--- src/rtl/ldr_pkg.sv ---
package ldr_pkg;

  // Outcome decided at each clock edge for the word collected so far
  typedef enum logic [1:0] {
    VERDICT_NONE  = 2'd0,
    VERDICT_LOAD  = 2'd1,
    VERDICT_SHORT = 2'd2
  } verdict_e;

  function automatic verdict_e judge_word(input logic fall, input logic enough);
    verdict_e v;
    if (!fall)       v = VERDICT_NONE;
    else if (enough) v = VERDICT_LOAD;
    else             v = VERDICT_SHORT;
    return v;
  endfunction

endpackage

--- src/rtl/ldr_rst_sync.sv ---
module ldr_rst_sync #(
  parameter int STAGES = 2
) (
  input  logic clk,
  input  logic rst_n,
  output logic rst_n_sync_o
);

  logic [STAGES-1:0] chain_q;
  logic [STAGES-1:0] chain_d;

  always_comb begin
    chain_d = {chain_q[STAGES-2:0], 1'b1};
  end

  always_ff @(posedge clk or negedge rst_n) begin
    if (!rst_n) chain_q <= '0;
    else        chain_q <= chain_d;
  end

  assign rst_n_sync_o = chain_q[STAGES-1];

endmodule

--- src/rtl/ldr_sync_edge.sv ---
module ldr_sync_edge (
  input  logic clk,
  input  logic rst_n,
  input  logic fsync_i,
  output logic fall_o
);

  logic fsync_q;
  logic fsync_d;

  always_comb begin
    fsync_d = fsync_i;
  end

  always_ff @(posedge clk or negedge rst_n) begin
    if (!rst_n) fsync_q <= 1'b0;
    else        fsync_q <= fsync_d;
  end

  // High for the edge at which sync is seen low after being seen high
  assign fall_o = fsync_q & ~fsync_i;

endmodule

--- src/rtl/ldr_bit_capture.sv ---
module ldr_bit_capture #(
  parameter int WORD_W = 16,
  parameter int KEEP_W = 12
) (
  input  logic              clk,
  input  logic              rst_n,
  input  logic              fall_i,
  input  logic              sdata_i,
  output logic [KEEP_W-1:0] cap_o,
  output logic              enough_o
);

  localparam int CNT_W = $clog2(WORD_W + 1);
  localparam logic [CNT_W-1:0] KEEP_C = CNT_W'(KEEP_W);
  localparam logic [CNT_W-1:0] WORD_C = CNT_W'(WORD_W);
  localparam logic [CNT_W-1:0] ONE_C  = CNT_W'(1);

  logic [CNT_W-1:0]  cnt_q, cnt_d;
  logic [KEEP_W-1:0] cap_q, cap_d;
  logic [KEEP_W-1:0] wr_en;

  // Per-bit write enables: bit index falls from MSB as the count rises
  for (genvar i = 0; i < KEEP_W; i++) begin : g_bit
    if (i == KEEP_W - 1) begin : g_msb
      assign wr_en[i] = fall_i | (cnt_q == '0);
    end else begin : g_rest
      assign wr_en[i] = ~fall_i & (cnt_q == CNT_W'(KEEP_W - 1 - i));
    end
    assign cap_d[i] = wr_en[i] ? sdata_i : cap_q[i];
  end

  always_comb begin
    if (fall_i)               cnt_d = ONE_C;
    else if (cnt_q < WORD_C)  cnt_d = cnt_q + ONE_C;
    else                      cnt_d = cnt_q;
  end

  always_ff @(posedge clk or negedge rst_n) begin
    if (!rst_n) begin
      cnt_q <= '0;
      cap_q <= '0;
    end else begin
      cnt_q <= cnt_d;
      cap_q <= cap_d;
    end
  end

  assign cap_o    = cap_q;
  assign enough_o = (cnt_q >= KEEP_C);

endmodule

--- src/rtl/ldr_out_reg.sv ---
module ldr_out_reg
  import ldr_pkg::*;
#(
  parameter int                KEEP_W   = 12,
  parameter logic [KEEP_W-1:0] MID_CODE = '0
) (
  input  logic              clk,
  input  logic              rst_n,
  input  verdict_e          verdict_i,
  input  logic [KEEP_W-1:0] cap_i,
  output logic [KEEP_W-1:0] code_o,
  output logic              load_o,
  output logic              err_o
);

  logic [KEEP_W-1:0] code_q, code_d;
  logic              code_en;
  logic              load_q, load_d;
  logic              err_q, err_d;

  always_comb begin
    code_en = (verdict_i == VERDICT_LOAD);
    code_d  = cap_i;
    load_d  = code_en;
    err_d   = (verdict_i == VERDICT_SHORT);
  end

  always_ff @(posedge clk or negedge rst_n) begin
    if (!rst_n) begin
      code_q <= MID_CODE;
      load_q <= 1'b0;
      err_q  <= 1'b0;
    end else begin
      if (code_en) code_q <= code_d;
      load_q <= load_d;
      err_q  <= err_d;
    end
  end

  assign code_o = code_q;
  assign load_o = load_q;
  assign err_o  = err_q;

endmodule

--- src/rtl/ser_dac_loader.sv ---
module ser_dac_loader
  import ldr_pkg::*;
#(
  parameter int                WORD_W   = 16,
  parameter int                KEEP_W   = 12,
  parameter int                RST_STG  = 2,
  parameter logic [KEEP_W-1:0] MID_CODE = '0
) (
  input  logic              clk,
  input  logic              rst_n,
  input  logic              fsync_i,
  input  logic              sdata_i,
  output logic [KEEP_W-1:0] dac_code_o,
  output logic              load_o,
  output logic              frame_err_o
);

  logic              rst_n_int;
  logic              fall;
  logic              enough;
  logic [KEEP_W-1:0] cap;
  verdict_e          verdict;

  ldr_rst_sync #(.STAGES(RST_STG)) rst_i (
    .clk          (clk),
    .rst_n        (rst_n),
    .rst_n_sync_o (rst_n_int)
  );

  ldr_sync_edge edge_i (
    .clk     (clk),
    .rst_n   (rst_n_int),
    .fsync_i (fsync_i),
    .fall_o  (fall)
  );

  ldr_bit_capture #(.WORD_W(WORD_W), .KEEP_W(KEEP_W)) cap_i (
    .clk      (clk),
    .rst_n    (rst_n_int),
    .fall_i   (fall),
    .sdata_i  (sdata_i),
    .cap_o    (cap),
    .enough_o (enough)
  );

  assign verdict = judge_word(fall, enough);

  ldr_out_reg #(.KEEP_W(KEEP_W), .MID_CODE(MID_CODE)) out_i (
    .clk       (clk),
    .rst_n     (rst_n_int),
    .verdict_i (verdict),
    .cap_i     (cap),
    .code_o    (dac_code_o),
    .load_o    (load_o),
    .err_o     (frame_err_o)
  );

endmodule

--- config.mk ---
export PLATFORM = sky130hd
export DESIGN_NAME = ser_dac_loader
export DESIGN_NICKNAME = d
export VERILOG_FILES = /design/src/rtl/ldr_pkg.sv /design/src/rtl/ldr_rst_sync.sv /design/src/rtl/ldr_sync_edge.sv /design/src/rtl/ldr_bit_capture.sv /design/src/rtl/ldr_out_reg.sv /design/src/rtl/ser_dac_loader.sv
export SDC_FILE = /design/constraint.sdc
export NUM_CORES = 1
export LEC_CHECK = 0
export BUFFER_PORTS_ARGS = -buffer_cell sky130_fd_sc_hd__buf_2
export CAP_MARGIN = 20
export CORE_MARGIN = 4
export CORE_UTILIZATION = 56
export DETAILED_ROUTE_END_ITERATION = 7
export GPL_TIMING_DRIVEN = 0
export HOLD_SLACK_MARGIN = 0.12
export PLACE_DENSITY_LB_ADDON = 0.2
export REMOVE_ABC_BUFFERS = 1
export SETUP_SLACK_MARGIN = 0.15
export SYNTH_ARGS = -nofsm -noshare
export SYNTH_HDL_FRONTEND = slang
export SYNTH_SLANG_ARGS = --single-unit
--- constraint.sdc ---
create_clock -name clk -period 1.3 [get_ports clk]
set_clock_uncertainty 0.2 [all_clocks]
set_input_delay 0.13 -clock clk [delete_from_list [all_inputs] [get_ports clk]]
set_output_delay 0.13 -clock clk [all_outputs]
set_load 0.005 [all_outputs]
==> flow_summary.ini, run 1 <==
[logic_synthesis]
ys_ff_latch = 34
yosys_warnings = 0
synth_edf_count = 0
synth_flop_cell = dfrtp_1
async_reset_ff_frac = 1.00
synth.distinct_cells = 27
yosysTopAreaCell = dfrtp_1
netlist_top_cells_count = dfrtp_1, mux2_2, mux2_4
syn_avg_cell_area_um2 = 15.0
yosysSeqAreaShare = 0.537
synth_cells = 106
syn-cell-area_mm2 = 0.00159
synth_top_area_share = 0.537
synth_most_common_cell = dfrtp_1
synthTopCellsByArea = dfrtp_1, mux2_4, mux2_2

[final_layout]
insertedDiodeCount = 0
finalNetCount = 160
syn_to_final_growth_pct = 39.5
finalNonFillerCells = 184
layout-drive-gt1-share = 0.673

[power_and_ir_drop]
clock_power_share = 0.159
p_sw_mw = 1.62
powerDensity_mw_per_mm2 = 2180
ir_worst_vdd_mv = 1.65
leakagePower_nw = 0.996
p_comb_frac = 0.454
intPower_mw = 3.19
seq_power_share = 0.387
p_sw_frac = 0.337

[detailed_routing]
post-route-drc-count = 0
finalWirelength_um = 3450
wl_per_cell_um = 18.7
viasPerCell = 5.46
final_antenna_net_count = 0
vias = 1004
drtIter0Drc = 57
first_pass_iters = 4

[timing]
drv_slew = 0
min_period_ps = 1650
grt_setup_unrepaired = true
fin_ws_ps = -354
final-hold-violation-count = 0
timing.fmax_ghz = 0.605
tightestPinTransition_ps = 612
post-route-period-util = 1.27
relSlewSlack = 0.592
setup_viol = 29

[cts]
cts_tree = built
cts.sinks = 34
clockBufferDepth = 2
clockRootBuffer = clkbuf_4
cts_made_buffers = 5
worstSkewPairLatency_ps = 340
clkTransAtPathRegs_ps = 110
htreeDepth = 2

[worst_hold_path]
hp-class = reg -> async

[setup_path]
cp.arrival_ps = 1680
crit_path_max_fanout = 7
crit_required_ps = 1330
critical_path_class = in -> reg
crit_path_end_kind = register
startpoint_type = input port

[floorplan]
pin_count = 18
design.core.area_mm2 = 0.00273
rows = 19
die_w_um = 61.2
die-area_mm2 = 0.00375
start_util = 0.580
dieHeight_um = 61.2

[global_routing]
grt_pass1_vias = 1037
track_usage = 0.207
grt_pass1_wl_um = 5200
grt_max_degree = 21
grt_overflow_total = 0
antenna_found_initial = 0

[job]
drv_cap = 0

[placed_design]
port_buffers = 17
dp.cells = 148
place_hpwl_um = 1670
pre_cts_slack_ps = -494
place_congestion = 0.790

[outcome]
violations = negative setup slack
status = finished with violations
==> kinds of logic after synthesis <==
group,after synthesis,synth area share
muxes,25,0.198
adders and majority gates,4,0.0316
AOI/OAI and AO/OA,3,0.0189
DFF,34,0.537
buffers and inverters,9,0.0552
other,1,0.00237
and+or+nand+nor,27,0.140
xor gates and xnor gates,3,0.0166
==> cell type report <==
type | instances | area, µm²
clock buffer | 5 | 37.5
clock inverter | 3 | 40.0
fill | 149 | 523
inverter | 2 | 10.0
multi-input combinational | 63 | 830
sequential | 34 | 857
tap | 31 | 38.8
timing repair buffer | 46 | 398
==> path summary, 6_finish.rpt <==
check	start	to	slack (ps)	cells past startpoint
max in group asynchronous	rst_i.chain_q[1]$_DFF_PN0_	cap_i.cap_o[1]$_DFFE_PN0P_	340	1
worst max-delay path	fsync_i	out_i.code_o[3]$_DFFE_PN0N_	-350	6
min in group clk	rst_i.chain_q[0]$_DFF_PN0_	rst_i.chain_q[1]$_DFF_PN0_	170	0
worst min register to register	rst_i.chain_q[1]$_DFF_PN0_	out_i.code_o[8]$_DFFE_PN0N_	50	0
worst max register to register	cap_i.cnt_q[1]$_DFFE_PN0P_	cap_i.cap_o[2]$_DFFE_PN0P_	-330	5
worst min-delay path	rst_i.chain_q[1]$_DFF_PN0_	out_i.code_o[8]$_DFFE_PN0N_	50	0
==> worst max-delay path, stage by stage <==
cell and delay, ps:
buf_2 90, dlygate4sd3_1 610, nand2b_4 200, nor2_4 180
buf_12 160, mux2_4 310
==> metal layers <==
layer	vias up	global-route usage	wire, µm
li1	456	-	-
met4	0	0.0650	82
met1	511	0.242	1410
met3	12	0.0881	176
met2	25	0.346	1780
met5	-	0	0
==> state kept, by name (all words and copies together), names as in the netlist <==
name / flops
cap_i.cap_o: 12
cap_i.cnt_q: 5
edge_i.fsync_q: 1
out_i.code_o: 12
out_i.err_o: 1
out_i.load_o: 1
rst_i.chain_q: 2
==> stage by stage <==
stage | util | instance area, µm² | power [mW] | hold slack, ps | TNS, ps
3_3_place_gp | 0.596 | 1630 | 3.05 | -285 | -16340
5_1_grt | 0.809 | 2210 | 5.08 | 127 | -9200
2_1_floorplan | - | 1510 | 2.72 | -366 | -6420
4_1_cts | 0.776 | 2120 | 4.55 | -268 | -6100
3_5_place_dp | 0.606 | 1660 | 3.14 | -285 | -10100
6_report | 0.809 | 2210 | 4.82 | 47.6 | -7760
==> power groups by stage <==
| stage | combinational (mW) | sequential (mW) | clock [mW] |
|---|---|---|---|
| 3_3_place_gp | 1.22 | 1.83 | 0 |
| 3_5_place_dp | 1.27 | 1.86 | 0 |
| 5_1_grt | 2.34 | 1.92 | 0.825 |
| 6_report | 2.19 | 1.86 | 0.766 |
| 4_1_cts | 1.94 | 1.83 | 0.776 |
| 2_1_floorplan | 0.911 | 1.81 | 0 |
==> layout by cell type (no fill, tap or decap), types with 2 or more instances in the layout <==
master	instances
buf_12	2
buf_2	17
buf_4	15
buf_6	6
clkbuf_4	5
clkinv_2	2
dfrtp_1	29
dfrtp_2	5
dlygate4sd3_1	4
ha_4	3
mux2_1	4
mux2_4	19
nand2b_4	7
nor2_1	4
nor3_2	5
nor3_4	3
nor4_4	2
xor2_1	2
==> repair_timing <==
item,4_1_cts,5_1_grt
cloned,1,0
gates resized for setup,38,13
hold buffers,3,1
setup endpoints to repair,44,45
buffers inserted,20,3
hold endpoints to repair,29,5
pin swaps,5,8
Power figures use the tool's default switching activity.
==> run 2: changes to the inputs <==
Settings changed: CORE_UTILIZATION 56 to 51.
Clock period 1.3 ns to 1.4 ns, I/O delays scaled along.
==> run 2 against run 1 <==
- the run ends with negative hold slack, negative setup slack left
- total power fell by 14%
- register-to-register slack improved by 120 ps
- sequential share of layout area rose by 2.0 points
- clock power fell by 36%
- largest power group unchanged
==> flow_summary.ini, run 2 (synthesis gave the netlist of run 1 again) <==
[cts]
cts_tree = built
cts_hold_buf = 3
cts_made_buffers = 5
clockBufferDepth = 2
clockRootBuffer = clkbuf_4
htreeDepth = 2
clkTransAtPathRegs_ps = 90
cts.sinks = 34
worstSkewPairLatency_ps = 330

[job]
drv_cap = 0

[detailed_routing]
highest_layer = met4
post-route-drc-count = 0
drtIter0Drc = 41
finalWirelength_um = 3000
viasPerCell = 5.30
vias = 932
wl_per_cell_um = 17.1
final_antenna_net_count = 0
first_pass_iters = 2
wl_met1_um = 1310
routed-wl-met2_um = 1540
wl_met3_um = 108

[setup_path]
crit_path_max_fanout = 8
crit_required_ps = 1430
crit_path_end_kind = register
worst-path-buf-inv = 1
startpoint_type = register
cp.depth = 3
critical_path_class = reg -> reg
rr_worst_depth = 3
crit_family = flip-flops
cp.arrival_ps = 1640
critPathMaxStageDelay_ps = 510
crit_chain = buf_6 > nor4_2 > mux2_2
crit_path_top_delay_cell = dfrtp_2

[global_routing]
grt_pass1_vias = 965
antenna_found_initial = 0
grt_max_degree = 21
grt_overflow_total = 0
grt_pass1_wl_um = 4870
track_usage = 0.162

[timing]
final-hold-violation-count = 1
timing.fmax_ghz = 0.619
min_period_ps = 1610
tightestPinTransition_ps = 598
drv_slew = 0
relSlewSlack = 0.601
setup_viol = 24
post-route-period-util = 1.15
timing.hold.ws_ps = -242
fin_ws_ps = -215
grt_setup_unrepaired = true
tns_ps = -3500

[final_layout]
layout_commonest_cell = dfrtp_1
nFillCells = 180
final_util = 0.738
mostFrequentLayoutCells = dfrtp_1, mux2_4, buf_2
syn_to_final_growth_pct = 32.8
design_area_mm2 = 0.00210
finalNetCount = 153
layout-drive-gt1-share = 0.641
insertedDiodeCount = 0

[power_and_ir_drop]
ir_worst_vdd_mv = 1.13
powerDensity_mw_per_mm2 = 1980
leakagePower_nw = 0.928

[floorplan]
rows = 19
start_util = 0.556
die-area_mm2 = 0.00406
design.core.area_mm2 = 0.00285
pin_count = 18
die_w_um = 63.8
dieHeight_um = 63.8

[outcome]
status = finished with violations
violations = negative hold slack, negative setup slack

[worst_hold_path]
hp-class = in -> reg
holdPathStages = 1

[placed_design]
port_buffers = 17
placed_cell_area_mm2 = 0.00166
place_congestion = 0.750
place_hpwl_um = 1730
==> run 2: final timing paths <==
check	startpoint	endpoint	slack, ps
worst max register to register	cap_i.cnt_q[2]$_DFFE_PN0P_	cap_i.cap_o[8]$_DFFE_PN0P_	-210
worst min-delay path	fsync_i	edge_i.fsync_q$_DFF_PN0_	-240
worst max-delay path	cap_i.cnt_q[2]$_DFFE_PN0P_	cap_i.cap_o[8]$_DFFE_PN0P_	-210
worst min register to register	rst_i.chain_q[1]$_DFF_PN0_	edge_i.fsync_q$_DFF_PN0_	50
min in group asynchronous	rst_i.chain_q[1]$_DFF_PN0_	edge_i.fsync_q$_DFF_PN0_	50
max in group asynchronous	rst_n	rst_i.chain_q[1]$_DFF_PN0_	440
==> run 2: worst reg2reg max path, stage by stage (launching register included) <==
cell,delay [ps]
dfrtp_2,510
buf_6,150
nor4_2,280
mux2_2,370
==> run 2: routing by layer <==
metal  global-route usage  up-vias
li1                     -      438
met1                0.185      474
met2                0.274       14
met3               0.0630        6
met4               0.0674        0
met5                    0        -
==> run 2: per-stage QoR <==
step | power [mW] | instances | setup WS (ps)
after floorplan | 2.53 | 99 | -211
after global placement | 2.83 | 147 | -364
after detailed placement | 2.92 | 148 | -410
after CTS | 3.95 | 170 | -200
after global routing | 4.44 | 176 | -250
final | 4.16 | 176 | -215
==> run 2: area by class of cell <==
class	instances	area [µm²]	share of cell area
Multi-Input combinational cell	63	817	0.388
Sequential cell	34	857	0.407
Timing Repair Buffer	39	334	0.159
Inverter	2	12.5	0.00595
Tap cell	31	38.8	0.0184
Clock buffer	7	45.0	0.0214
==> run 2: report_power, final <==
group	internal, mW	leakage [nW]	switching (mW)
logic	1.16	0.497	0.767
registers	1.40	0.406	0.340
clock network	0.189	0.0254	0.297
total	2.76	0.928	1.40
==> run 2: what timing repair did <==
action                     in CTS  in global routing
resized for setup              37                 10
hold endpoints to repair       31                 17
setup endpoints to repair      29                 32
pin swaps                       2                  4
setup buffers                  12                  6
==> run 3: changes to the inputs <==
Settings changed: SETUP_SLACK_MARGIN 0.15 to default.
==> run 3 against run 2 <==
- maximum frequency is essentially flat
- wire length rose by 0.80%
- highest routed layer unchanged
- the run still ends with negative hold slack, negative setup slack left
- worst setup slack hardly changed
- via count rose by 1.7%
==> flow_summary.ini, run 3 (synthesis gave the netlist of run 1 again) <==
[power_and_ir_drop]
power_mw = 4.14
ir_worst_vdd_mv = 1.14
powerDensity_mw_per_mm2 = 1980
leakagePower_nw = 0.923

[placed_design]
placed_cell_area_mm2 = 0.00166
port_buffers = 17
place_congestion = 0.750
place_hpwl_um = 1730

[setup_path]
reg2reg_slack_ps = -220
crit_required_ps = 1430
crit_path_top_delay_cell = dfrtp_2
crit_chain = buf_4 > nor4_4 > mux2_4
critPathMaxStageDelay_ps = 500
startpoint_type = register
critical_path_class = reg -> reg
crit_path_end_kind = register
crit_path_max_fanout = 8
cp.arrival_ps = 1640

[timing]
tightestPinTransition_ps = 604
fin_ws_ps = -215
min_period_ps = 1620
final-hold-violation-count = 1
post-route-period-util = 1.15
grt_setup_unrepaired = true
setup_viol = 24
timing.hold.ws_ps = -242
drv_slew = 0
relSlewSlack = 0.597
timing.fmax_ghz = 0.619

[final_layout]
final_util = 0.735
design_area_mm2 = 0.00210
syn_to_final_growth_pct = 32.3
layout-drive-gt1-share = 0.639
insertedDiodeCount = 0
mostFrequentLayoutCells = dfrtp_1, mux2_4, buf_2
finalNetCount = 152
layout_commonest_cell = dfrtp_1

[global_routing]
grt_overflow_total = 0
grt_max_degree = 21
track_usage = 0.162
grt_pass1_vias = 967
grt_pass1_wl_um = 4870
antenna_found_initial = 0

[detailed_routing]
finalWirelength_um = 3030
post-route-drc-count = 0
first_pass_iters = 4
vias = 948
final_antenna_net_count = 0
drtIter0Drc = 50
viasPerCell = 5.42
wl_per_cell_um = 17.3

[outcome]
status = finished with violations
violations = negative hold slack, negative setup slack

[floorplan]
die-area_mm2 = 0.00406
die_w_um = 63.8
dieHeight_um = 63.8
start_util = 0.556
design.core.area_mm2 = 0.00285
pin_count = 18
rows = 19

[cts]
cts_made_buffers = 5
worstSkewPairLatency_ps = 330
clockRootBuffer = clkbuf_4
cts_hold_buf = 3
clkTransAtPathRegs_ps = 90
cts.sinks = 34
cts_tree = built
htreeDepth = 2
clockBufferDepth = 2

[worst_hold_path]
hp-class = in -> reg

[job]
drv_cap = 0
run 3: final timing paths:
check | from | to | cells after the start
max in group asynchronous | rst_i.chain_q[1]$_DFF_PN0_ | cap_i.cap_o[9]$_DFFE_PN0P_ | 1
max | cap_i.cnt_q[2]$_DFFE_PN0P_ | cap_i.cap_o[10]$_DFFE_PN0P_ | 3
min reg2reg | rst_i.chain_q[1]$_DFF_PN0_ | edge_i.fsync_q$_DFF_PN0_ | 0
max reg2reg | cap_i.cnt_q[2]$_DFFE_PN0P_ | cap_i.cap_o[10]$_DFFE_PN0P_ | 3
min in group asynchronous | rst_i.chain_q[1]$_DFF_PN0_ | edge_i.fsync_q$_DFF_PN0_ | 0
min | fsync_i | edge_i.fsync_q$_DFF_PN0_ | 1
run 3: what timing repair did:
action / CTS / global route
pin swaps: 2 / 4
setup endpoints to repair: 25 / 25
buffers inserted: 12 / 5
gates resized for setup: 37 / 10
endpoints found under the hold margin: 31 / 17
run 3: layout make-up:
cell class                      instances  area (µm²)
Sequential cell                        34         857
Multi-Input combinational cell         63         817
Fill cell                             180         756
Timing Repair Buffer                   38         327
Clock buffer                            7        45.0
Tap cell                               31        38.8
Inverter                                2        12.5
run 3: stage by stage:
| step | instances | setup TNS [ps] | worst slack (ps) |
|---|---|---|---|
| global route | 175 | -4650 | -269 |
| global placement | 147 | -10560 | -364 |
| CTS | 170 | -3640 | -200 |
| detailed placement | 148 | -7690 | -410 |
| finish | 175 | -3550 | -215 |
| floorplan | 99 | -4020 | -211 |
run 3: critical path, delay by kind of cell, from the launching register on:
kind,cells,cell delay [ps]
buf+inv,1,170
flops,1,500
mux,1,330
simple gates,1,300
run 3: layer usage:
metal | part of all wire | wire (µm) | vias to the layer above | global-route usage
met2 | 0.51 | 1550 | 26 | 0.274
li1 | - | - | 435 | -
met5 | 0 | 0 | - | 0
met1 | 0.42 | 1280 | 480 | 0.185
met4 | 0.017 | 52 | 0 | 0.0674
met3 | 0.047 | 142 | 7 | 0.0630
run 3: power by group:
part / leakage (nW) / internal (mW) / switching (mW) / total, mW
sequential: 0.406 / 1.40 / 0.343 / 1.75
clock: 0.0254 / 0.189 / 0.296 / 0.485
combinational: 0.492 / 1.15 / 0.764 / 1.91
total: 0.923 / 2.74 / 1.40 / 4.14
